File: src/rtl/yc_rate_pkg.sv
package yc_rate_pkg;

  // Position inside a group of four interleaved chroma samples.
  typedef enum logic [1:0] {
    CSLOT_U_A = 2'd0,
    CSLOT_V_A = 2'd1,
    CSLOT_U_B = 2'd2,
    CSLOT_V_B = 2'd3
  } cslot_e;

  localparam int unsigned LUMA_TAP_SHIFT = 2;  // taps 1,2,1 sum to 4

endpackage

File: src/rtl/yc_sol_tracker.sv
module yc_sol_tracker (
  input  logic clk,
  input  logic rst_n,
  input  logic line_start,
  input  logic emit,
  output logic first
);

  logic pend_q;
  logic pend_n;
  logic pend_d;

  always_comb begin
    pend_n = line_start | pend_q;
    pend_d = emit ? 1'b0 : pend_n;
    first  = pend_n;
  end

  always_ff @(posedge clk or negedge rst_n) begin
    if (!rst_n) begin
      pend_q <= 1'b1;
    end else begin
      pend_q <= pend_d;
    end
  end

endmodule

File: src/rtl/yc_luma_decim.sv
module yc_luma_decim #(
  parameter int W = 8
) (
  input  logic         clk,
  input  logic         rst_n,
  input  logic         line_start,
  input  logic         in_vld,
  input  logic [W-1:0] in_smp,
  input  logic         first,
  output logic         emit,
  output logic         out_vld,
  output logic [W-1:0] out_smp,
  output logic         out_sol
);

  import yc_rate_pkg::*;

  localparam int SW = W + int'(LUMA_TAP_SHIFT);

  logic         head_q, head_n, head_d;
  logic         odd_q, odd_n, odd_d;
  logic [W-1:0] d1_q, d1_d;
  logic [W-1:0] d2_q, d2_d;
  logic [SW-1:0] acc;
  logic [W-1:0] filt;
  logic         vld_q, sol_q;
  logic [W-1:0] smp_q;

  always_comb begin
    head_n = line_start | head_q;
    odd_n  = line_start ? 1'b0 : odd_q;
    emit   = in_vld & odd_n;

    acc  = SW'(d2_q) + (SW'(d1_q) << 1) + SW'(in_smp) + SW'(2);
    filt = acc[SW-1:LUMA_TAP_SHIFT];

    head_d = head_n;
    odd_d  = odd_n;
    d1_d   = d1_q;
    d2_d   = d2_q;
    if (in_vld) begin
      head_d = 1'b0;
      odd_d  = ~odd_n;
      d1_d   = in_smp;
      d2_d   = head_n ? in_smp : d1_q;
    end
  end

  always_ff @(posedge clk or negedge rst_n) begin
    if (!rst_n) begin
      head_q <= 1'b1;
      odd_q  <= 1'b0;
      d1_q   <= '0;
      d2_q   <= '0;
      vld_q  <= 1'b0;
      sol_q  <= 1'b0;
      smp_q  <= '0;
    end else begin
      head_q <= head_d;
      odd_q  <= odd_d;
      if (in_vld) begin
        d1_q <= d1_d;
        d2_q <= d2_d;
      end
      vld_q <= emit;
      sol_q <= emit & first;
      if (emit) begin
        smp_q <= filt;
      end
    end
  end

  assign out_vld = vld_q;
  assign out_smp = smp_q;
  assign out_sol = sol_q;

endmodule

File: src/rtl/yc_chroma_decim.sv
module yc_chroma_decim #(
  parameter int W = 8
) (
  input  logic         clk,
  input  logic         rst_n,
  input  logic         line_start,
  input  logic         in_vld,
  input  logic [W-1:0] in_smp,
  input  logic         first,
  output logic         emit,
  output logic         out_vld,
  output logic [W-1:0] out_u,
  output logic [W-1:0] out_v,
  output logic         out_sol
);

  import yc_rate_pkg::*;

  cslot_e       slot_q, slot_n, slot_d;
  logic [W-1:0] ua_q, va_q, ub_q;
  logic [W:0]   u_sum, v_sum;
  logic         vld_q, sol_q;
  logic [W-1:0] u_q, v_q;

  always_comb begin
    slot_n = line_start ? CSLOT_U_A : slot_q;
    emit   = in_vld && (slot_n == CSLOT_V_B);

    u_sum = {1'b0, ua_q} + {1'b0, ub_q} + (W+1)'(1);
    v_sum = {1'b0, va_q} + {1'b0, in_smp} + (W+1)'(1);

    slot_d = slot_n;
    if (in_vld) begin
      unique case (slot_n)
        CSLOT_U_A: slot_d = CSLOT_V_A;
        CSLOT_V_A: slot_d = CSLOT_U_B;
        CSLOT_U_B: slot_d = CSLOT_V_B;
        default:   slot_d = CSLOT_U_A;
      endcase
    end
  end

  always_ff @(posedge clk or negedge rst_n) begin
    if (!rst_n) begin
      slot_q <= CSLOT_U_A;
      ua_q   <= '0;
      va_q   <= '0;
      ub_q   <= '0;
      vld_q  <= 1'b0;
      sol_q  <= 1'b0;
      u_q    <= '0;
      v_q    <= '0;
    end else begin
      slot_q <= slot_d;
      if (in_vld && (slot_n == CSLOT_U_A)) begin
        ua_q <= in_smp;
      end
      if (in_vld && (slot_n == CSLOT_V_A)) begin
        va_q <= in_smp;
      end
      if (in_vld && (slot_n == CSLOT_U_B)) begin
        ub_q <= in_smp;
      end
      vld_q <= emit;
      sol_q <= emit & first;
      if (emit) begin
        u_q <= u_sum[W:1];
        v_q <= v_sum[W:1];
      end
    end
  end

  assign out_vld = vld_q;
  assign out_u   = u_q;
  assign out_v   = v_q;
  assign out_sol = sol_q;

endmodule

File: src/rtl/yc_rate_conv.sv
module yc_rate_conv #(
  parameter int W = 8
) (
  input  logic         clk,
  input  logic         rst_n,
  input  logic         line_start,
  input  logic         y_in_vld,
  input  logic [W-1:0] y_in,
  input  logic         c_in_vld,
  input  logic [W-1:0] c_in,
  output logic         y_out_vld,
  output logic [W-1:0] y_out,
  output logic         y_out_sol,
  output logic         uv_out_vld,
  output logic [W-1:0] u_out,
  output logic [W-1:0] v_out,
  output logic         uv_out_sol
);

  logic y_emit, y_first;
  logic c_emit, c_first;

  yc_sol_tracker u_ysol (
    .clk        (clk),
    .rst_n      (rst_n),
    .line_start (line_start),
    .emit       (y_emit),
    .first      (y_first)
  );

  yc_sol_tracker u_csol (
    .clk        (clk),
    .rst_n      (rst_n),
    .line_start (line_start),
    .emit       (c_emit),
    .first      (c_first)
  );

  yc_luma_decim #(.W(W)) u_luma (
    .clk        (clk),
    .rst_n      (rst_n),
    .line_start (line_start),
    .in_vld     (y_in_vld),
    .in_smp     (y_in),
    .first      (y_first),
    .emit       (y_emit),
    .out_vld    (y_out_vld),
    .out_smp    (y_out),
    .out_sol    (y_out_sol)
  );

  yc_chroma_decim #(.W(W)) u_chroma (
    .clk        (clk),
    .rst_n      (rst_n),
    .line_start (line_start),
    .in_vld     (c_in_vld),
    .in_smp     (c_in),
    .first      (c_first),
    .emit       (c_emit),
    .out_vld    (uv_out_vld),
    .out_u      (u_out),
    .out_v      (v_out),
    .out_sol    (uv_out_sol)
  );

endmodule

File: config.mk
export PLATFORM = sky130hd
export DESIGN_NAME = yc_rate_conv
export DESIGN_NICKNAME = d
export VERILOG_FILES = /design/src/rtl/yc_rate_pkg.sv /design/src/rtl/yc_sol_tracker.sv /design/src/rtl/yc_luma_decim.sv /design/src/rtl/yc_chroma_decim.sv /design/src/rtl/yc_rate_conv.sv
export SDC_FILE = /design/constraint.sdc
export NUM_CORES = 1
export LEC_CHECK = 0
export ABC_AREA = 1
export BUFFER_PORTS_ARGS = -buffer_cell sky130_fd_sc_hd__buf_2
export CAP_MARGIN = 20
export CORE_AREA = 5 5 105 127
export DETAILED_ROUTE_END_ITERATION = 16
export DIE_AREA = 0 0 110 132
export GPL_ROUTABILITY_DRIVEN = 0
export SETUP_SLACK_MARGIN = 0.4
export SLEW_MARGIN = 30
export SYNTH_ARGS = -nofsm -noshare
export SYNTH_HDL_FRONTEND = slang
export SYNTH_SLANG_ARGS = --single-unit
File: constraint.sdc
create_clock -name clk -period 5 [get_ports clk]
set_input_delay 0.5 -clock clk [delete_from_list [all_inputs] [get_ports clk]]
set_output_delay 0.5 -clock clk [all_outputs]
set_load 0.005 [all_outputs]
==> results.md <==
* Outcome: complete, no violations
* Clk root buf: clkbuf_16
* RSZ-0062 raised after global routing: false
* Post-Synth Simple-Gate Area at 0.226
* Num ports at roughly 50
* Slew Viols, Final at 0
* Post-synthesis mux area share at 0.0194
* Worst Setup End Kind: register
* Critical path capture point: u_luma.out_smp[5]
* Top delay family on crit path: adder cells
* I/O Buffers at 48
* Final nets at approximately 570
* Crit-path slowest cell: fa_1
* Gate Count Post-Synth at 469
* First-pass GRT wire length at 14500 um
* HP Class: in2async
* Final hold violations at 0
* Synth Cell Area at between 4000 and 5000 um^2
* Hold-fix buffers, CTS at 0
* Largest family of logic cells by synthesized area: simple AND/OR/NAND/NOR gates
* Post-synthesis xor/xnor area fraction at 0.00862
* CTS buffer count at 9
* Crit path DAT at approximately 2200 ps
* Area of the multi-input gates at 1900 um^2
* Data required, critical path at about 5200 ps
* Routed WL at approximately 8700 um
* Fillers at about 1200
* WL/cell at ~13 um
* Worst-path cell chain: fa_1, ha_1, nand2_1, inv_1, a21oi_1, nand3_1, nand3_1, nand2_1
* Worst VDD drop at between 0.15 and 0.2 mV
* Rows at 44
* Leading post-synthesis cells by cell area: dfrtp_1 44%, nand2_1 14%, ha_1 8.9%
* Post-synthesis adder-cell area fraction at 0.129
* Ys Warns at 0
* Post-CTS Setup Inserts at 0
* Core area at approximately 12000 um^2
* Reg2reg end: u_luma.out_smp[5]
* # resized after CTS at 0
* Place WS at roughly 2800 ps
* Clk sinks at between 70 and 80
* Power Dens Cells at 480 nW/um^2
* Top-area cell type share of the netlist area at 0.437
* Crit share post-route at 0.390
* FF+latch area at about 1900 um^2
* ANT nets after route at 0
* Largest net degree at the start of global routing at 75
* Grt total ovfl at 0
* Max Fclk at 513 MHz
* Initial DRC Count at 132
* Post-synth top area cell: dfrtp_1
* Actual slew at the worst max-slew pin at 694 ps
* Crit path buf inv count at 1
* Setup crit start: u_luma.d2_q[6]
* Via count at ~3100
* Die area at between 10000 and 15000 um^2
* Share of synthesized registers carrying an async set or reset at 1.00
* Worst-Skew Late Latency at 330 ps
* EDFF count, synth at 0
* Final WS setup at slightly above 3000 ps
* Post-synth top flop: dfrtp_1
* Slew margin rel. at 0.538
* Worst reg2reg path depth at 8
* Mapped Nets at around 530
* Sequential area share after synthesis at 0.457
* Reg clk slew, reported paths at ~60 ps
* Setup TNS at 0 ps
* CTS tree: yes
* FF-to-FF setup slack at 3050 ps
* Reg2reg start: u_luma.d2_q[6]
* Fraction of layout instances using a drive strength above 1 at 0.173
* Cell with the most instances after synthesis: nand2_1
* Final setup fails at 0
* CTS H-Tree Depth at 3
* CP Launch Type: register
* Leakage power at 2.56 nW
* Gr usage total at 0.127
* Max_cap viols at 0
* Worst-path fanout max at 5
* Synth Area in Compound Gates at 0.0853
* Remaining DRCs at 0
* Die H at approximately 130 um
* Number of cells on the critical path at 8
* Via density at ~4.6
* Setup CP Type: reg2reg
* Critical path's largest stage delay at between 400 and 500 ps
* Antenna Cells at 0
* Final Hold Slack at around 170 ps
* Crit path time final at ~2000 ps
* Post-synth top cells: 152 x nand2_1, 71 x dfrtp_1, 55 x inv_1
* Synth Register Bits at 74
* Yosys cell types at 30
* Initial Util at 0.340
* Drt pass-1 iters at 4
* Number of global-route vias before repair at around 3100
* Tot Pwr at ~0.0023 W
* Die Span X at roughly 110 um
* Mapped Avg Cell Area at 8.67 um^2
* Clock Path Buffers at 2
* Initial antenna violation count at 0
* Final Skew at 5.31 ps
* P&R area growth vs syn at 15.9%
* DP HPWL at approximately 6400 um
## power breakdown
part | internal [W] | total, W | leakage, nW | switching [W]
registers | 0.000767 | 0.000863 | 0.913 | 0.0000965
logic | 0.000328 | 0.000767 | 1.50 | 0.000439
clock network | 0.000381 | 0.000631 | 0.149 | 0.000251
## through the flow
stage	area, um^2	std cells	utilization
after CTS	4710	682	0.394
final	4710	682	0.394
after detailed placement	4420	666	0.370
after global placement	4420	666	0.370
after global routing	4710	682	0.394
after floorplan	4060	469	-
## worst min-delay path by stage
| stage | from | end | slack (ps) | cells after the start |
|---|---|---|---|---|
| CTS | rst_n | u_luma.d2_q[1] | 350 | 1 |
| global placement | u_chroma.out_u[1] | u_chroma.out_u[1] | 460 | 2 |
| global route | rst_n | u_luma.d2_q[1] | 250 | 1 |
| finish | rst_n | u_luma.d2_q[2] | 170 | 1 |
| detailed placement | u_chroma.out_v[1] | u_chroma.out_v[1] | 470 | 2 |
| floorplan | rst_n | u_chroma.out_sol | 200 | 0 |
## layout make-up
type / instances / area share
Timing Repair Buffer: 48 / 0.0523
Tap cell: 161 / 0.0428
Clock buffer: 9 / 0.0478
Clock inverter: 7 / 0.0128
Sequential cell: 74 / 0.394
Multi-Input combinational cell: 325 / 0.404
Inverter: 58 / 0.0462
## worst reg2reg max path: cells and delay by family, from the launching register on
family | cells | cell delay [ps]
fa+ha+maj | 2 | 850
flops | 1 | 400
simple gates | 4 | 360
compound gates | 1 | 190
buf+inv | 1 | 40
## registers in the layout (all words and copies together), names as in the netlist
register / cells
u_chroma.ua_q: 8
u_luma.d1_q: 8
u_luma.out_vld: 1
u_chroma.out_vld: 1
u_chroma.ub_q: 8
u_luma.out_smp: 8
u_chroma.out_v: 8
u_ysol.pend_q: 1
u_luma.d2_q: 8
u_chroma.out_u: 8
u_chroma.out_sol: 1
u_luma.odd_q: 1
u_csol.pend_q: 1
u_luma.out_sol: 1
u_luma.head_q: 1
u_chroma.va_q: 8
u_chroma.slot_q: 2
## per-layer routing
| metal | wire length, um | global-route usage |
|---|---|---|
| met5 | 0 | 0 |
| met4 | 238 | 0.0672 |
| met3 | 257 | 0.0220 |
| met2 | 4400 | 0.215 |
| met1 | 3780 | 0.151 |
## logic make-up (layout without fill, tap and decap cells)
kind of cell | count (synthesis) | in the layout
compound gates | 64 | 64
xor+xnor | 4 | 4
fa+ha+maj | 37 | 37
buf+inv | 70 | 122
flops | 74 | 74
mux | 7 | 7
simple gates | 213 | 213
## layout by cell type, fill, tap and decap left out, types with 2 or more instances in the layout
| cell type | n |
|---|---|
| nand2_1 | 152 |
| dfrtp_1 | 71 |
| inv_1 | 55 |
| buf_2 | 47 |
| ha_1 | 29 |
| o21ai_0 | 28 |
| nand3_1 | 20 |
| a21oi_1 | 19 |
| nor2_1 | 19 |
| clkbuf_16 | 9 |
| fa_1 | 8 |
| nand2_2 | 7 |
| a31oi_1 | 7 |
| mux2_2 | 6 |
| nand3b_1 | 6 |
| clkinv_2 | 6 |
| o21ai_1 | 5 |
| xnor2_1 | 4 |
| nand2_4 | 4 |
| dfstp_2 | 3 |
| clkinv_1 | 2 |
| a211oi_1 | 2 |
| nand3_2 | 2 |
| or2_1 | 2 |
Power figures use the tool's default switching activity.
